### src/rtl/dring_pkg.sv
package dring_pkg;
  localparam int WORD_W      = 32;
  localparam int SIZE_W      = 13;
  localparam int OWN_BIT     = 31;
  localparam int LAST_BIT    = 30;
  localparam int OVF_BIT     = 16;
  localparam int DESC_BYTES  = 8;
  localparam int BUF_OFS     = 4;

  typedef enum logic [2:0] {
    ST_OFF,
    ST_RD_CTL,
    ST_CAP_CTL,
    ST_CAP_BUF,
    ST_READY,
    ST_WAIT
  } walk_state_t;

  typedef struct packed {
    logic              own;
    logic              last;
    logic [SIZE_W-1:0] size;
  } ctl_fields_t;

  function automatic ctl_fields_t decode_ctl(input logic [WORD_W-1:0] w);
    ctl_fields_t f;
    f.own  = w[OWN_BIT];
    f.last = w[LAST_BIT];
    f.size = w[SIZE_W-1:0];
    return f;
  endfunction
endpackage

### src/rtl/dring_poll_timer.sv
module dring_poll_timer #(
  parameter int POLL_W = 8
) (
  input  logic              clk,
  input  logic              rst_n,
  input  logic              load,
  input  logic              dec,
  input  logic [POLL_W-1:0] gap,
  output logic              expired
);
  logic [POLL_W-1:0] cnt_q;

  always_ff @(posedge clk) begin
    if (!rst_n)                     cnt_q <= '0;
    else if (load)                  cnt_q <= gap;
    else if (dec && cnt_q != '0)    cnt_q <= cnt_q - 1'b1;
  end

  assign expired = (cnt_q == '0);

  // a non-zero gap always yields at least one idle cycle
  p_gap_holds_r4: assert property (@(posedge clk) disable iff (!rst_n)
    (load && gap != '0) |=> !expired);
endmodule

### src/rtl/dring_ring_ptr.sv
module dring_ring_ptr #(
  parameter int ADDR_W = 16
) (
  input  logic              clk,
  input  logic              rst_n,
  input  logic              reload,
  input  logic              step,
  input  logic              wrap,
  input  logic [ADDR_W-1:0] base,
  output logic [ADDR_W-1:0] cur
);
  import dring_pkg::*;
  localparam logic [ADDR_W-1:0] STRIDE = ADDR_W'(DESC_BYTES);

  logic [ADDR_W-1:0] base_al;
  assign base_al = {base[ADDR_W-1:3], 3'b000};

  always_ff @(posedge clk) begin
    if (!rst_n)                 cur <= base_al;
    else if (reload)            cur <= base_al;
    else if (step && wrap)      cur <= base_al;
    else if (step)              cur <= cur + STRIDE;
  end

  // a plain step moves exactly one descriptor forward
  p_stride_r8: assert property (@(posedge clk) disable iff (!rst_n)
    (step && !wrap && !reload) |=> cur == $past(cur) + STRIDE);
endmodule

### src/rtl/dring_wb_format.sv
module dring_wb_format (
  input  logic [dring_pkg::SIZE_W-1:0] len,
  input  logic [dring_pkg::SIZE_W-1:0] size,
  input  logic                         last,
  output logic [dring_pkg::WORD_W-1:0] word
);
  import dring_pkg::*;
  logic              ovf;
  logic [SIZE_W-1:0] stored;

  always_comb begin
    ovf    = (len > size);
    stored = ovf ? size : len;
    word   = '0;
    word[OWN_BIT]      = 1'b0;
    word[LAST_BIT]     = last;
    word[OVF_BIT]      = ovf;
    word[SIZE_W-1:0]   = stored;
  end
endmodule

### src/rtl/dring_walker.sv
module dring_walker #(
  parameter int ADDR_W = 16,
  parameter int POLL_W = 8
) (
  input  logic                          clk,
  input  logic                          rst_n,
  input  logic                          enable,
  input  logic [ADDR_W-1:0]             ring_base,
  input  logic [POLL_W-1:0]             poll_gap,
  output logic                          mem_rd,
  output logic                          mem_wr,
  output logic [ADDR_W-1:0]             mem_addr,
  output logic [31:0]                   mem_wdata,
  input  logic [31:0]                   mem_rdata,
  output logic                          buf_valid,
  output logic [31:0]                   buf_addr,
  output logic [dring_pkg::SIZE_W-1:0]  buf_size,
  input  logic                          pkt_valid,
  output logic                          pkt_ready,
  input  logic [dring_pkg::SIZE_W-1:0]  pkt_len
);
  import dring_pkg::*;
  localparam logic [ADDR_W-1:0] ADDR_OFS = ADDR_W'(BUF_OFS);

  walk_state_t       state_q, state_d;
  ctl_fields_t       ctl_now;
  logic              last_q;
  logic [SIZE_W-1:0] size_q;
  logic [31:0]       bufa_q;
  logic [ADDR_W-1:0] cur;
  logic              tmr_load, tmr_dec, tmr_expired;
  logic              xfer;
  logic [31:0]       wb_word;

  assign ctl_now = decode_ctl(mem_rdata);
  assign xfer    = (state_q == ST_READY) && pkt_valid;

  always_comb begin
    state_d  = state_q;
    tmr_load = 1'b0;
    tmr_dec  = 1'b0;
    unique case (state_q)
      ST_OFF:     state_d = ST_RD_CTL;
      ST_RD_CTL:  state_d = ST_CAP_CTL;
      ST_CAP_CTL: begin
        if (ctl_now.own) state_d = ST_CAP_BUF;
        else begin
          state_d  = ST_WAIT;
          tmr_load = 1'b1;
        end
      end
      ST_CAP_BUF: state_d = ST_READY;
      ST_READY:   if (pkt_valid) state_d = ST_RD_CTL;
      ST_WAIT: begin
        tmr_dec = 1'b1;
        if (tmr_expired) state_d = ST_RD_CTL;
      end
      default:    state_d = ST_OFF;
    endcase
    if (!enable) state_d = ST_OFF;
  end

  always_ff @(posedge clk) begin
    if (!rst_n) begin
      state_q <= ST_OFF;
      last_q  <= 1'b0;
      size_q  <= '0;
      bufa_q  <= '0;
    end else begin
      state_q <= state_d;
      if (state_q == ST_CAP_CTL && ctl_now.own) begin
        last_q <= ctl_now.last;
        size_q <= ctl_now.size;
      end
      if (state_q == ST_CAP_BUF) bufa_q <= mem_rdata;
    end
  end

  dring_poll_timer #(.POLL_W(POLL_W)) u_timer (
    .clk     (clk),
    .rst_n   (rst_n),
    .load    (tmr_load),
    .dec     (tmr_dec),
    .gap     (poll_gap),
    .expired (tmr_expired)
  );

  dring_ring_ptr #(.ADDR_W(ADDR_W)) u_ptr (
    .clk    (clk),
    .rst_n  (rst_n),
    .reload (state_q == ST_OFF),
    .step   (xfer),
    .wrap   (last_q),
    .base   (ring_base),
    .cur    (cur)
  );

  dring_wb_format u_fmt (
    .len  (pkt_len),
    .size (size_q),
    .last (last_q),
    .word (wb_word)
  );

  always_comb begin
    mem_rd    = 1'b0;
    mem_wr    = 1'b0;
    mem_addr  = cur;
    mem_wdata = wb_word;
    case (state_q)
      ST_RD_CTL:  mem_rd = 1'b1;
      ST_CAP_CTL: begin
        mem_rd   = ctl_now.own;
        mem_addr = cur + ADDR_OFS;
      end
      ST_READY:   mem_wr = pkt_valid;
      default: ;
    endcase
  end

  assign buf_valid = (state_q == ST_READY);
  assign pkt_ready = buf_valid;
  assign buf_addr  = bufa_q;
  assign buf_size  = size_q;

  // dropping enable silences the memory port and the offer
  p_off_quiet_r1: assert property (@(posedge clk) disable iff (!rst_n)
    !enable |=> (!mem_rd && !mem_wr && !buf_valid));
  // every access is word aligned
  p_aligned_r2: assert property (@(posedge clk) disable iff (!rst_n)
    (mem_rd || mem_wr) |-> mem_addr[1:0] == 2'b00);
  // waiting leaves the memory port idle
  p_wait_silent_r4: assert property (@(posedge clk) disable iff (!rst_n)
    (state_q == ST_WAIT) |-> (!mem_rd && !mem_wr));
  // an unaccepted offer holds steady
  p_offer_stable_r5: assert property (@(posedge clk) disable iff (!rst_n)
    (buf_valid && !pkt_valid && enable) |=>
      (buf_valid && $stable(buf_addr) && $stable(buf_size)));
  // write-back always hands the slot back to software
  p_own_clear_r6: assert property (@(posedge clk) disable iff (!rst_n)
    mem_wr |-> !mem_wdata[OWN_BIT]);
  // stored length never exceeds the buffer
  p_len_clamp_r7: assert property (@(posedge clk) disable iff (!rst_n)
    mem_wr |-> mem_wdata[SIZE_W-1:0] <= buf_size);
  // without the overflow mark the length is passed through
  p_len_pass_r7: assert property (@(posedge clk) disable iff (!rst_n)
    (mem_wr && !mem_wdata[OVF_BIT]) |-> mem_wdata[SIZE_W-1:0] == pkt_len);
  // a transfer is followed at once by a control read
  p_refetch_r8: assert property (@(posedge clk) disable iff (!rst_n)
    (pkt_valid && pkt_ready && enable) |=> (mem_rd && !mem_wr));
endmodule

### config.mk
export PLATFORM = sky130hd
export DESIGN_NAME = dring_walker
export DESIGN_NICKNAME = d
export VERILOG_FILES = /design/src/rtl/dring_pkg.sv /design/src/rtl/dring_poll_timer.sv /design/src/rtl/dring_ring_ptr.sv /design/src/rtl/dring_wb_format.sv /design/src/rtl/dring_walker.sv
export SDC_FILE = /design/constraint.sdc
export NUM_CORES = 1
export LEC_CHECK = 0
export ABC_AREA = 1
export BUFFER_PORTS_ARGS = -buffer_cell sky130_fd_sc_hd__buf_2
export CAP_MARGIN = 20
export CELL_PAD_IN_SITES_DETAIL_PLACEMENT = 0
export CELL_PAD_IN_SITES_GLOBAL_PLACEMENT = 2
export CORE_UTILIZATION = 24
export DETAILED_ROUTE_END_ITERATION = 10
export PLACE_DENSITY = 0.89
export SLEW_MARGIN = 20
export SYNTH_ARGS = -nofsm -noshare
export SYNTH_HDL_FRONTEND = slang
export SYNTH_SLANG_ARGS = --single-unit
### constraint.sdc
create_clock -name clk -period 2.6 [get_ports clk]
set_clock_uncertainty 0.2 [all_clocks]
set_input_delay 0.13 -clock clk [delete_from_list [all_inputs] [get_ports clk]]
set_output_delay 0.13 -clock clk [all_outputs]
set_load 0.005 [all_outputs]
; Yosys cells after proc, flatten, opt, wreduce, memory -nomap -nowiden
; Index checks and enable logic that the tools add are counted.
[word_totals]
reg_bits = 73
input_bits = 73
[classes]
magnitude_cmp = 1
muxes = 17
bitwise = 1
n_addsub = 3
eq_ne = 8
reduce_logical = 11
[ops]
columns = operator, n
row1 = $mux W16, 5
row2 = $pmux W3 S6, 1
row3 = $add A16 B3 Y16 const B, 1
row4 = $add A16 B4 Y16 const B, 1
row5 = $mux W8, 2
row6 = $gt A13 B13 Y1, 1
row7 = $mux W13, 1
row8 = $mux W3, 3
row9 = $logic_not A8 Y1, 1
row10 = $reduce_bool A8 Y1, 1
row11 = $sub A8 B1 Y8 const B, 1
row12 = $eq A3 B2 Y1 const B, 2
row13 = $eq A3 B3 Y1 const B, 2
row14 = $logic_and A1 B1 Y1, 4
row15 = $mux W1, 4
row16 = $ne A4 B1 Y1 const B, 1
row17 = $reduce_and A2 Y1, 2
row18 = $eq A3 B1 Y1 const B, 1
row19 = $logic_not A3 Y1, 1
row20 = $reduce_or A3 Y1, 1
row21 = $ne A2 B1 Y1 const B, 1
row22 = $ne A2 B2 Y1 const B, 1
row23 = $pmux W1 S2, 1
row24 = $reduce_bool A2 Y1, 1
row25 = $not A1 Y1, 1

; Depth between registers and ports, before layout
[logic_depth]
depth_word = 6
ltp_mapped = 12

; Modules after synthesis
; Synthesis repeated with hierarchy kept, for this count alone.
[hier_totals]
hier_cells = 647
area_unflattened_um2 = 4406.7
[by_module_without_submodules]
columns = mod, area_each_um2, n_inst, cells_each
row1 = dring_walker, 2177.1, 1, 307
row2 = dring_ring_ptr, 882.1, 1, 109
row3 = dring_wb_format, 747.0, 1, 127
row4 = dring_poll_timer, 600.6, 1, 104

; Least setup slack after synthesis
; Ideal clock, no wire load.
[synth_path]
path_kind = flip-flop to output port
from = register size_q[12], in the netlist buf_size[12]
to = output port mem_wdata[16]
path_stages_with_launch = 13
setup_slack_ns = 0.649
arrival_ns = 1.621
cell_sequence = dfxtp_1 > inv_1 > ha_1 > nand2_1 > nor2_1 > nand2_1 > nor2_1 > nand2_1 > nand2_1 > nand2_1 > buf_2 > inv_1 > buf_4
[synth_via]
elab_chain_len = 1
[synth_rtl]
columns = element, line
row1 = start: declaration, dring_walker.sv:28  ; logic [SIZE_W-1:0] size_q;
row2 = start signal: assignment, dring_walker.sv:73  ; size_q <= ctl_now.size;
row3 = $gt A13 B13 Y1, dring_wb_format.sv:12  ; ovf = (len > size);
row4 = end: declaration, dring_walker.sv:13  ; output logic [31:0] mem_wdata,
; No other way between the ends.

; Final worst setup path
[layout_path]
from = register size_q[11], in the netlist buf_size[11]
to = output port mem_wdata[6]
[layout_via]
elab_chain_len = 2
[layout_rtl]
columns = element, line
row1 = $gt A13 B13 Y1, dring_wb_format.sv:12
row2 = $mux W13, dring_wb_format.sv:13  ; stored = ovf ? size : len;
; No other way between the ends.

==> impl_metrics.py <==
metrics = {
    "grt": {
        "grt-ovfl-total": 0,
        "grt_pass1_vias": 3583,
        "antenna_found_initial": 0,
        "grt_max_degree": 55,
        "grt_pass1_wl_um": 17900,
        "grt_use_total": 0.144,
    },
    "placed_design": {
        "gp_congestion": 0.725,
        "placed_area_um2": 4620,
        "port_buffers": 147,
        "post-dp-hpwl_um": 7880,
    },
    "layout": {
        "final_area_um2": 5500,
        "syn_to_final_growth_pct": 45.4,
        "drive_above_1_share": 0.263,
        "finalNetCount": 818,
        "antenna_cells": 0,
    },
    "pwr": {
        "clkPwrFrac": 0.434,
        "vdd_drop_max_v": 0.000266,
        "p_leak_nw": 2.79,
        "swShare": 0.259,
        "powerDensity_nw_per_um2": 513,
        "power_frac_seq": 0.420,
        "combPwrFrac": 0.145,
        "netSwitchingPower_w": 0.000732,
        "internal-power_w": 0.00209,
    },
    "floorplanning": {
        "core_region_area_um2": 15300,
        "die_w_um": 128,
        "die_h_um": 128,
        "io-pin-count": 170,
        "fp.dieArea_um2": 16300,
        "initial_core_util": 0.247,
        "rows": 45,
    },
    "setup_path": {
        "start_kind": "register",
        "slowest_delay_ns": 0.37,
        "crit_type": "register to output port",
        "worstPathArrival_ns": 2.09,
        "path_cells": "inv_1, ha_1, nand2_1, nor2_2, nand2_1, nor2_2, nand2_1, nand2_2, buf_4, nand3_1, nand2_1, buf_2",
        "slowest_stage": "dfxtp_1",
        "crit_fanout": 6,
        "cp-end-kind": "output port",
        "path_common_cell": "nand2_1",
        "crit_required_ns": 2.27,
    },
    "logic_synthesis": {
        "netlist_area_um2": 3780,
        "yosysSeqAreaShare": 0.405,
        "async_reset_ff_frac": 0,
        "ys_warn_count": 0,
        "synth-main-ff-cell": "dfxtp_1",
        "synth_cell_types": 31,
        "avgSynthCellArea_um2": 7.10,
        "synth-edff-count": 13,
        "yosys_register_bits": 70,
        "synth_cells": 533,
    },
    "timing": {
        "setup_violations": 0,
        "fin_tns_setup_ns": 0,
        "whs_ns": 0.290,
        "layout_worst_path_cycle_share": 0.932,
        "worstMarginPinSlew_ns": 0.662,
        "relSlewSlack": 0.558,
        "hold_viol_final": 0,
        "layout_min_cycle_time_ns": 2.42,
        "slew_violations": 0,
        "fmax_ghz": 0.413,
    },
    "clock_network": {
        "cts_tree": "built",
        "cts.clk_slew.worst_paths_ns": 0.05,
        "clk_latency_ns": 0.34,
        "cts_made_buffers": 9,
        "h-tree-depth": 3,
        "cts-root-buf": "clkbuf_16",
        "clock-sinks": 70,
        "cts_max_path_buffers": 2,
    },
    "worst_hold_path": {
        "hold_path_class": "register to register",
    },
    "detailed_routing": {
        "dr.pass1.iters": 4,
        "wl_per_cell_um": 12.1,
        "wl_met1_um": 5410,
        "first_iter_violations": 152,
        "met2_length_um": 5310,
        "route.met3.wl_um": 560,
        "ant_nets": 0,
        "dr_total_vias": 3928,
        "drc": 0,
        "routed_wl_um": 11500,
        "viasPerCell": 4.15,
        "top_layer": "met4",
    },
    "status": {
        "outcome": "complete, no violations",
    },
    "run": {
        "max_cap_violations": 0,
    },
}
metal layers:
layer | global-route usage | up-vias
met5 | 0 | -
met4 | 0.0602 | 0
met3 | 0.0348 | 12
li1 | - | 2062
met2 | 0.235 | 106
met1 | 0.180 | 1748
sequential cells by signal, indices dropped and copies added, names as in the netlist:
| name | count |
|---|---|
| buf_size | 13 |
| buf_addr | 32 |
| last_q | 1 |
| u_ptr.cur | 13 |
| state_q | 3 |
| u_timer.cnt_q | 8 |
power by group through the flow:
stage / logic [W] / registers (W) / clock network, W
after global placement: 0.000340 / 0.00121 / 0
after detailed placement: 0.000339 / 0.00121 / 0
after floorplan: 0.000210 / 0.00121 / 0
after CTS: 0.000407 / 0.00119 / 0.00126
after global routing: 0.000466 / 0.00119 / 0.00132
final: 0.000410 / 0.00119 / 0.00123
worst paths after layout:
check / start / endpoint / slack (ns) / cells after the start
worst max-delay path: buf_size[11]$_SDFFE_PN0P_ / mem_wdata[6] / 0.18 / 12
worst min register to register: buf_size[12]$_SDFFE_PN0P_ / buf_size[12]$_SDFFE_PN0P_ / 0.29 / 2
worst max register to register: state_q[0]$_SDFFE_PN0P_ / buf_size[0]$_SDFFE_PN0P_ / 0.36 / 7
worst min-delay path: buf_size[12]$_SDFFE_PN0P_ / buf_size[12]$_SDFFE_PN0P_ / 0.29 / 2
cell usage after synthesis (5+ instances only):
| master | count | area share |
|---|---|---|
| nand2_1 | 106 | 0.11 |
| nor2_1 | 101 | 0.10 |
| dfxtp_1 | 57 | 0.30 |
| o21ai_0 | 56 | 0.074 |
| inv_1 | 43 | 0.043 |
| nand3_1 | 33 | 0.044 |
| buf_4 | 24 | 0.048 |
| a21oi_1 | 23 | 0.030 |
| ha_1 | 15 | 0.050 |
| edfxtp_1 | 13 | 0.10 |
| clkbuf_1 | 8 | 0.0079 |
| buf_2 | 6 | 0.0079 |
| o21ai_1 | 6 | 0.0079 |
| inv_2 | 5 | 0.0050 |
| nor2_2 | 5 | 0.0083 |
| xor2_1 | 5 | 0.012 |
worst max-delay path, delay by kind of cell, from the launching register on:
kind	cells	cell delay, ns
flops	1	0.37
simple gates	8	0.76
fa+ha+maj	1	0.27
buf+inv	3	0.34
stage by stage:
stage,util,worst slack (ns),total power [W],instances
after floorplan,-,0.649,0.00142,551
after global placement,0.302,0.357,0.00155,872
after detailed placement,0.302,0.327,0.00155,872
after CTS,0.358,0.0824,0.00286,945
after global routing,0.359,-0.00126,0.00297,946
final,0.359,0.176,0.00282,946
layout by cell type, fill, tap and decap left out, types with 2 or more instances in the layout:
master / n
a21oi_1: 23
a21oi_2: 4
buf_2: 147
buf_4: 5
clkbuf_1: 2
clkbuf_16: 9
clkinv_2: 4
conb_1: 19
dfxtp_1: 57
dlygate4sd3_1: 57
edfxtp_1: 13
ha_1: 15
inv_1: 43
inv_2: 5
nand2_1: 104
nand2_2: 5
nand3_1: 33
nor2_1: 99
nor2_2: 7
nor3_1: 2
o21ai_0: 56
o21ai_1: 6
o21bai_1: 2
xnor2_1: 3
xor2_1: 5
repair_timing:
item / in CTS / in global routing
setup buffers: 0 / 0
hold endpoints to repair: 70 / 0
endpoints found under the setup margin: 12 / 14
cloned: 0 / 1
pin swaps: 0 / 0
hold buffers: 57 / 0
resized for setup: 1 / 7
final cells by class:
cell class	instances	area [µm²]
fillers	1669	9810
clock inverters	5	50.0
clock buffers	11	233
well taps	211	264
flip-flops and latches	70	1530
inverters	48	180
repair buffers	210	1360
multi-input cells	391	1890
cells by family (layout without fill, tap and decap cells):
group / count (synthesis) / in the layout / synth area share
XOR/XNOR: 8 / 8 / 0.0185
other: 1 / 19 / 0.000991
buffers and inverters: 90 / 274 / 0.118
flip-flops: 70 / 70 / 0.405
adder cells (fa/ha/maj): 15 / 15 / 0.0496
AO/OA/AOI/OAI: 92 / 92 / 0.127
AND/OR/NAND/NOR: 257 / 257 / 0.281
Note: power is estimated with default switching activity, not from simulation.
